===== src/rtl/dbn_pkg.sv =====
`timescale 1ns/1ps
package dbn_pkg;
  // Width of a pin's timer choice; code 0 is bypass, the rest name timers.
  localparam int SEL_W     = 2;
  localparam int TIMER_CNT = (1 << SEL_W) - 1;

  // Register byte offsets; the two select halves sit one word apart.
  localparam logic [7:0] OFS_SEL_HI      = 8'h00;
  localparam logic [7:0] OFS_SEL_LO      = 8'h04;
  localparam logic [7:0] OFS_PERIOD_BASE = 8'h10;
  localparam int         WORD_STRIDE     = 4;

  typedef logic [SEL_W-1:0] tsel_t;

  // Combine the two register halves into a pin's timer code.
  function automatic tsel_t join_sel(input logic hi_bit, input logic lo_bit);
    return {hi_bit, lo_bit};
  endfunction

  // Byte offset of the period register of timer index idx (0-based).
  function automatic logic [7:0] period_ofs(input int idx);
    return OFS_PERIOD_BASE + 8'(WORD_STRIDE * idx);
  endfunction
endpackage


===== src/rtl/dbn_regs.sv =====
`timescale 1ns/1ps
module dbn_regs
  import dbn_pkg::*;
#(
  parameter int               PIN_W      = 32,
  parameter int               PERIOD_W   = 16,
  parameter int               ADDR_W     = 8,
  parameter int               DATA_W     = 32,
  parameter logic [PIN_W-1:0] INPUT_MASK = '1
) (
  input  logic                               clk,
  input  logic                               rst_n,
  input  logic                               bus_valid,
  input  logic                               bus_write,
  input  logic [ADDR_W-1:0]                  bus_addr,
  input  logic [DATA_W-1:0]                  bus_wdata,
  output logic [DATA_W-1:0]                  bus_rdata,
  output logic [PIN_W-1:0]                   sel_hi,
  output logic [PIN_W-1:0]                   sel_lo,
  output logic [TIMER_CNT-1:0][PERIOD_W-1:0] periods
);
  // Named access events for the assertions.
  logic wr_req, rd_req;
  logic hit_hi, hit_lo, hit_any;
  logic [TIMER_CNT-1:0] hit_per;
  logic [DATA_W-1:0] rd_mux;
  logic unused_wdata;

  assign wr_req  = bus_valid & bus_write;
  assign rd_req  = bus_valid & ~bus_write;
  assign hit_hi  = (bus_addr == ADDR_W'(OFS_SEL_HI));
  assign hit_lo  = (bus_addr == ADDR_W'(OFS_SEL_LO));
  assign hit_any = hit_hi | hit_lo | (|hit_per);
  assign unused_wdata = ^bus_wdata;

  // Select halves: bits of pins without an input path are kept at 0.
  always_ff @(posedge clk or negedge rst_n) begin
    if (!rst_n) begin
      sel_hi <= '0;
      sel_lo <= '0;
    end else if (wr_req) begin
      if (hit_hi) sel_hi <= bus_wdata[PIN_W-1:0] & INPUT_MASK;
      if (hit_lo) sel_lo <= bus_wdata[PIN_W-1:0] & INPUT_MASK;
    end
  end

  // One period register per shared timer.
  for (genvar t = 0; t < TIMER_CNT; t++) begin : g_period
    logic [PERIOD_W-1:0] per_q;
    assign hit_per[t] = (bus_addr == ADDR_W'(period_ofs(t)));
    always_ff @(posedge clk or negedge rst_n) begin
      if (!rst_n)                 per_q <= '0;
      else if (wr_req && hit_per[t]) per_q <= bus_wdata[PERIOD_W-1:0];
    end
    assign periods[t] = per_q;

    AST_PERIOD_LOAD: assert property (@(posedge clk) disable iff (!rst_n)
      (wr_req && hit_per[t]) |=> (per_q == $past(bus_wdata[PERIOD_W-1:0])));
  end

  always_comb begin
    rd_mux = '0;
    if (hit_hi) rd_mux = DATA_W'(sel_hi);
    if (hit_lo) rd_mux = DATA_W'(sel_lo);
    for (int t = 0; t < TIMER_CNT; t++) begin
      if (hit_per[t]) rd_mux = DATA_W'(periods[t]);
    end
  end

  always_ff @(posedge clk or negedge rst_n) begin
    if (!rst_n)      bus_rdata <= '0;
    else if (rd_req) bus_rdata <= rd_mux;
  end

  AST_SEL_INPUT_ONLY: assert property (@(posedge clk) disable iff (!rst_n)
    ((sel_hi | sel_lo) & ~INPUT_MASK) == '0);

  AST_UNMAPPED_READ_ZERO: assert property (@(posedge clk) disable iff (!rst_n)
    (rd_req && !hit_any) |=> (bus_rdata == '0));
endmodule


===== src/rtl/dbn_sync.sv =====
`timescale 1ns/1ps
module dbn_sync #(
  parameter int W      = 32,
  parameter int STAGES = 2
) (
  input  logic         clk,
  input  logic         rst_n,
  input  logic [W-1:0] d,
  output logic [W-1:0] q
);
  logic [STAGES-1:0][W-1:0] chain;

  if (STAGES == 1) begin : g_single
    always_ff @(posedge clk or negedge rst_n) begin
      if (!rst_n) chain <= '0;
      else        chain <= d;
    end
  end else begin : g_multi
    always_ff @(posedge clk or negedge rst_n) begin
      if (!rst_n) chain <= '0;
      else        chain <= {chain[STAGES-2:0], d};
    end
  end

  assign q = chain[STAGES-1];
endmodule


===== src/rtl/dbn_lane.sv =====
`timescale 1ns/1ps
module dbn_lane
  import dbn_pkg::*;
#(
  parameter int PERIOD_W = 16
) (
  input  logic                               clk,
  input  logic                               rst_n,
  input  logic                               din,
  input  tsel_t                              sel,
  input  logic [TIMER_CNT-1:0][PERIOD_W-1:0] periods,
  output logic                               dout
);
  localparam logic [PERIOD_W:0] ONE_X = {{PERIOD_W{1'b0}}, 1'b1};

  // True once this cycle closes a run of lim differing cycles.
  function automatic logic count_reached(input logic [PERIOD_W-1:0] c,
                                         input logic [PERIOD_W-1:0] l);
    return ({1'b0, c} + ONE_X) >= {1'b0, l};
  endfunction

  logic [PERIOD_W-1:0] cnt, held, live, lim_eff;
  logic lane_bypass, lane_differ, lane_done, lane_start;

  // Period of the chosen timer as it stands now.
  always_comb begin
    live = '0;
    for (int t = 0; t < TIMER_CNT; t++) begin
      if (sel == tsel_t'(t + 1)) live = periods[t];
    end
  end

  assign lane_bypass = (sel == '0);
  assign lane_differ = (din != dout);
  assign lane_start  = !lane_bypass && lane_differ && (cnt == '0);
  assign lim_eff     = lane_start ? live : held;
  assign lane_done   = count_reached(cnt, lim_eff);

  always_ff @(posedge clk or negedge rst_n) begin
    if (!rst_n) begin
      dout <= 1'b0;
      cnt  <= '0;
      held <= '0;
    end else if (lane_bypass) begin
      dout <= din;
      cnt  <= '0;
    end else if (!lane_differ) begin
      cnt  <= '0;
    end else if (lane_done) begin
      dout <= din;
      cnt  <= '0;
    end else begin
      cnt  <= cnt + 1'b1;
      held <= lim_eff;
    end
  end

  AST_BYPASS_TRACKS: assert property (@(posedge clk) disable iff (!rst_n)
    lane_bypass |=> (dout == $past(din)));

  AST_HOLD_UNTIL_DONE: assert property (@(posedge clk) disable iff (!rst_n)
    (!lane_bypass && lane_differ && !lane_done) |=> (dout == $past(dout)));

  AST_RESTART_ON_MATCH: assert property (@(posedge clk) disable iff (!rst_n)
    (!lane_bypass && !lane_differ) |=> (cnt == '0));

  AST_CNT_UNDER_LIMIT: assert property (@(posedge clk) disable iff (!rst_n)
    (cnt != '0) |-> (cnt < held));
endmodule


===== src/rtl/dbn_bank_filter.sv =====
`timescale 1ns/1ps
module dbn_bank_filter
  import dbn_pkg::*;
#(
  parameter int               PIN_W       = 32,
  parameter int               PERIOD_W    = 16,
  parameter int               ADDR_W      = 8,
  parameter int               DATA_W      = 32,
  parameter int               SYNC_STAGES = 2,
  parameter logic [PIN_W-1:0] INPUT_MASK  = 32'h0FFF_FFFF
) (
  input  logic              clk,
  input  logic              rst_n,
  input  logic              bus_valid,
  input  logic              bus_write,
  input  logic [ADDR_W-1:0] bus_addr,
  input  logic [DATA_W-1:0] bus_wdata,
  output logic [DATA_W-1:0] bus_rdata,
  input  logic [PIN_W-1:0]  pins_raw,
  output logic [PIN_W-1:0]  pins_clean
);
  logic [PIN_W-1:0] sel_hi, sel_lo, pins_synced, clean_w;
  logic [TIMER_CNT-1:0][PERIOD_W-1:0] periods;
  logic unused_sel;

  assign unused_sel = ^(({sel_hi, sel_lo}) & ~{INPUT_MASK, INPUT_MASK});

  dbn_regs #(
    .PIN_W(PIN_W), .PERIOD_W(PERIOD_W), .ADDR_W(ADDR_W),
    .DATA_W(DATA_W), .INPUT_MASK(INPUT_MASK)
  ) u_regs (
    .clk(clk), .rst_n(rst_n),
    .bus_valid(bus_valid), .bus_write(bus_write),
    .bus_addr(bus_addr), .bus_wdata(bus_wdata), .bus_rdata(bus_rdata),
    .sel_hi(sel_hi), .sel_lo(sel_lo), .periods(periods)
  );

  dbn_sync #(.W(PIN_W), .STAGES(SYNC_STAGES)) u_sync (
    .clk(clk), .rst_n(rst_n), .d(pins_raw), .q(pins_synced)
  );

  for (genvar p = 0; p < PIN_W; p++) begin : g_pin
    if (INPUT_MASK[p]) begin : g_filt
      dbn_lane #(.PERIOD_W(PERIOD_W)) u_lane (
        .clk(clk), .rst_n(rst_n),
        .din(pins_synced[p]),
        .sel(join_sel(sel_hi[p], sel_lo[p])),
        .periods(periods),
        .dout(clean_w[p])
      );
    end else begin : g_plain
      // No input path: a flop keeps the bypass timing of filtered pins.
      logic q_bit;
      always_ff @(posedge clk or negedge rst_n) begin
        if (!rst_n) q_bit <= 1'b0;
        else        q_bit <= pins_synced[p];
      end
      assign clean_w[p] = q_bit;

      AST_OUTPUT_ONLY_BYPASS: assert property (@(posedge clk) disable iff (!rst_n)
        1'b1 |=> (clean_w[p] == $past(pins_synced[p])));
    end
  end

  assign pins_clean = clean_w;
endmodule


===== config.mk =====
export PLATFORM = sky130hd
export DESIGN_NAME = dbn_bank_filter
export DESIGN_NICKNAME = d
export VERILOG_FILES = /design/src/rtl/dbn_pkg.sv /design/src/rtl/dbn_regs.sv /design/src/rtl/dbn_sync.sv /design/src/rtl/dbn_lane.sv /design/src/rtl/dbn_bank_filter.sv
export SDC_FILE = /design/constraint.sdc
export NUM_CORES = 2
export LEC_CHECK = 0
export BUFFER_PORTS_ARGS = -buffer_cell sky130_fd_sc_hd__buf_2
export CAP_MARGIN = 30
export CORE_MARGIN = 5
export CORE_UTILIZATION = 65
export DETAILED_ROUTE_END_ITERATION = 8
export PLACE_DENSITY = 0.83
export RECOVER_POWER = 25
export SLEW_MARGIN = 0
export SYNTH_ARGS = -nofsm -noshare
export SYNTH_HDL_FRONTEND = slang
export SYNTH_SLANG_ARGS = --single-unit

===== constraint.sdc =====
create_clock -name clk -period 11.33 [get_ports clk]
set_clock_uncertainty 0.05 [all_clocks]
set_input_delay 0 -clock clk [delete_from_list [all_inputs] [get_ports clk]]
set_output_delay 0 -clock clk [all_outputs]
set_load 0.02 [all_outputs]

# Word level (Yosys, flattened, before mapping)
# Index checks and enable logic that the tools add are counted.
word_totals:
  latchBits: 0
  regBits: 1128
  out_inout_bits: 64
  mem_count: 0
  elab_cells: 898
  rom_bits: 0
  ramBits: 0
op_classes:
  n_addsub: 56
  reduce_logical: 258
  order_cmp: 28
  n_eq_ne: 116
  n_shift: 0
  bitwise: 59
  mul: 0
  mux: 285
  n_div: 0
ops:
  columns: ["cell", "n"]
  rows:
  - ["$mux W16", 196]
  - ["$add A16 B1 Y17 const B", 28]
  - ["$ge A17 B16 Y1", 28]
  - ["$add A16 B1 Y16 const B", 28]
  - ["$logic_not A16 Y1", 28]
  - ["$mux W28", 5]
  - ["$eq A2 B2 Y1 const B", 56]
  - ["$reduce_bool A2 Y1", 56]
  - ["$mux W1", 84]
  - ["$reduce_and A3 Y1", 28]
  - ["$reduce_and A2 Y1", 30]
  - ["$logic_and A1 B1 Y1", 59]
  - ["$not A1 Y1", 57]
  - ["$eq A2 B1 Y1 const B", 28]
  - ["$logic_not A2 Y1", 28]
  - ["$logic_not A1 Y1", 28]
  - ["$ne A1 B1 Y1", 28]
  - ["$eq A8 B5 Y1 const B", 3]
  - ["$eq A8 B3 Y1 const B", 1]
  - ["$logic_not A8 Y1", 1]
  - ["$and A1 B1 Y1", 2]

# Longest topological paths before layout
logic_depth:
  depth_word: 9
  depth_mapped: 17
  depth_no_buf: 14

# Hierarchy
# Synthesis repeated with hierarchy kept, for this count alone.
hier_totals:
  cells_unflattened: 7177
  area_unflattened_um2: 75082.0
by_module_without_submodules:
  columns: ["mod", "seq_area_each_um2", "instances", "area_per_inst_um2", "cells_per_inst"]
  rows:
  - ["dbn_lane (g_pin[0].g_filt.u_lane ...)", 825.8, 26, 2404.8, 238]
  - ["dbn_regs", 3303.2, 1, 5833.1, 418]
  - ["dbn_lane (g_pin[23].g_filt.u_lane)", 825.8, 1, 2387.3, 232]
  - ["dbn_lane (g_pin[9].g_filt.u_lane)", 825.8, 1, 2364.8, 235]
  - ["dbn_sync", 1601.5, 1, 1841.8, 96]
  - ["dbn_bank_filter", 100.1, 1, 130.1, 8]

# Worst setup path after synthesis
# OpenSTA, ideal clock, no wires.
synth_timing:
  path_type: "register -> register"
  start: "reg g_pin[5].g_filt.u_lane.cnt[5]"
  end: "reg g_pin[5].g_filt.u_lane.held[10]"
  slack_ns: 7.140
  arrival_ns: 4.015
  stages_incl_launch_ff: 13
  path_buffers: 2
  path_cell_list: "dfrtp_1 > or4_1 > nor4_4 > buf_2 > mux2i_1 > ha_1 > a21o_1 > a211o_1 > a31o_2 > or2_1 > nor4_4 > buf_4 > mux2_2"
synth_between:
  elab_chain_len: 6
synth_rtl:
  columns: ["item", "line", "source"]
  rows:
  - ["from (decl)", "dbn_lane.sv:22", "logic [PERIOD_W-1:0] cnt, held, live, lim_eff;"]
  - ["from (signal assigned)", "dbn_lane.sv:53", "cnt <= cnt + 1'b1;"]
  - ["branches (longest 6 deep; another with $add A16 B1 Y17)", null, null]
  - ["to (signal assigned)", "dbn_lane.sv:54", "held <= lim_eff;"]
  - ["to (decl)", "dbn_lane.sv:22", null]
# Parallel ways; which one is timed is not known.
# A chain may end at the register's enable or synchronous reset.

==> out/metrics.yaml <==
clockRootBuffer: "clkbuf_16"
synth-seq-cells: 1124
grt_pass1_vias: 57857
synth_top_area_cell: "dfrtp_1"
setup_tns_ns: 0
fillers: 7945
cap_violations: 5
power_density_mw_per_mm2: 110
p_leak_nw: 35.9
drtIter0Drc: 5944
holdBufCountCts: 104
viasPerCell: 6.62
r2r_slack_ns: 6.33
path_clk_slew_ns: 0.06
wl_per_cell_um: 24.3
yosysUniqueCellTypes: 78
clock.fmax_mhz: 183
num_vias: 58120
ys.flop_type: "dfrtp_1"
grt_antenna_before_repair: 17
grt_usage_pct: 34.3
required_ns: 10.99
min_period_ns: 5.48
synth.top_cell.area_share_pct: 38.1
final_cell_mix: "dfrtp_1, mux2_2, mux2i_1"
drc_errors: 0
multi_input_area_mm2: 0.0423
grt_overflow: 0
synth.area.top_cells: "dfrtp_1, mux2_2, ha_1"
grt_max_degree: 159
seq_area_frac_synth_pct: 38.1
regArea_mm2: 0.0282
final_area_mm2: 0.0808
worst_slew_pin_slew_ns: 4.62
num-nets-final: 7751
syn_avg_cell_area_um2: 10.3
synth_area_mm2: 0.0739
critPathArrivalTime_ns: 5.14
cp-end-kind: "async pin"
clock_latency_ns: 0.74
place.gp.congestion: 0.943
grt_pass1_wl_mm: 328
vdd_drop_max_mv: 0.135
min_path_type: "in2reg"
final_common_cell: "dfrtp_1"
route.antenna.remaining_nets: 0
cts_tree: "built"
violations: "capacitance limit, slew limit"
post_cts_buffers: 0
hpwlAfterDp_mm: 136
timing.final.crit_share_pct: 48.3
rsz0062_at_grt: "false"
synth_edf_count: 0
hold_viol: 0
portBuffers: 131
finalPower_mw: 8.87
drive_above_1_share_pct: 18.1
dieArea_mm2: 0.121
start_util_pct: 65.6
postLayoutCoreUtil_pct: 71.7
status: "complete, but fails checks"
core_area_mm2: 0.113
setup_viol: 0
row_count: 123
critPathMaxFanout: 85
synthArstFlopShare_pct: 100
whs_ns: 0.0365
syn_inst: 7192
io_pins: 140
die_w_um: 347
numCtsBuffers: 120
cts_max_level: 3
wirelength_mm: 213
die_h_um: 347
slew_viol_final: 346
worst_setup_path_start_kind: "primary input"
post_cts_resized: 0
drtPass1Iterations: 6
place_area_mm2: 0.0755
max_slew_margin_pct: -208
cts.sinks: 1124
path_class: "in2async"
cts_max_path_buffers: 3
area_growth_pct: 9.33
yosysWarnings: 0
-- cells by family (layout without fill, tap and decap cells) --
kind of cell,Yosys count,after routing,share of synthesized area (%)
simple gates,1897,1897,14.0
mux,1346,1346,19.9
flops,1124,1124,38.1
compound gates,1012,1012,9.61
buf+inv,888,965,4.93
fa+ha+maj,504,504,8.53
xor+xnor,420,420,4.98
other cells,1,17,0.00507
-- per-layer routing --
layer / routed length, um / global-route usage (%) / vias up / share of wire, %
met2: 91700 / 51.3 / 3065 / 43
met3: 24400 / 10.6 / 911 / 11
met4: 15000 / 19.3 / 10 / 7.0
li1: - / - / 25739 / -
met5: 71 / 0 / - / 0.033
met1: 82000 / 44.4 / 28395 / 38
-- sequential cells by signal (all words and copies together) (netlist names) --
register                  count
g_pin.g_plain.q_bit           4
g_pin.g_filt.u_lane.dout     28
u_sync.q                     32
u_regs.g_period.per_q        48
g_pin.g_filt.u_lane.held    448
g_pin.g_filt.u_lane.cnt     448
u_regs.sel_hi                28
u_regs.sel_lo                28
u_sync.chain                 32
u_regs.bus_rdata             28
-- final timing paths --
kind                                        start                         endpoint  depth (start not counted)
worst max register to register  u_regs.sel_hi[11]  g_pin[11].g_filt.u_lane.held[0]                         12
worst min-delay path                bus_wdata[25]                u_regs.sel_lo[25]                          3
worst min register to register    u_sync.chain[0]                      u_sync.q[0]                          0
min in group asynchronous                   rst_n  g_pin[25].g_filt.u_lane.cnt[13]                          4
worst max-delay path                        rst_n                  u_sync.chain[4]                          4
max in group clk                u_regs.sel_hi[11]  g_pin[11].g_filt.u_lane.held[0]                         12
-- per-stage QoR --
step	instances	setup WS (ns)
final	8785	5.85
after global routing	8775	4.69
after CTS	8760	6.41
after detailed placement	8433	6.47
after global placement	8416	6.49
after floorplan	7195	7.14
-- cells in the mapped netlist (11+ instances only) --
library cell  count
ha_1            504
mux4_2           16
nand4_1         174
a22o_1          311
o21ai_0         224
a211o_1          14
a211oi_1         18
and3_1           84
nand2_1         356
nor3_2           13
buf_2            78
a311oi_1         11
nor2_1          232
xnor2_1         280
nand3_1         248
mux2i_1         559
nor4_1           88
and2_1          236
nor2b_1         229
buf_4            50
mux2_4           20
mux2_2          746
buf_1            19
dfrtp_1        1124
a22oi_1         153
nor3_1           94
a21oi_1         160
nand2b_1         32
or4_1            29
a21o_1           53
xor2_1          140
clkbuf_1        378
and4_1           33
inv_1           360
-- report_power, final --
part	switching [mW]	internal, mW
registers	0.0853	4.05
clock network	1.72	2.45
logic	0.366	0.199
-- critical path: stages --
cell,delay [ns]
dlygate4sd3_1,0.51
dlygate4sd3_1,0.53
clkbuf_1,0.74
clkbuf_1,3.30
-- cell type report --
cell class | count | area share (%)
flip-flops and latches | 1124 | 34.9
diodes | 13 | 0.0403
multi-input cells | 5183 | 52.4
inverters | 360 | 1.67
clock buffers | 163 | 4.28
clock inverters | 60 | 0.897
repair buffers | 382 | 3.53
well taps | 1500 | 2.32
No activity file was read; power rests on OpenSTA's default activity.
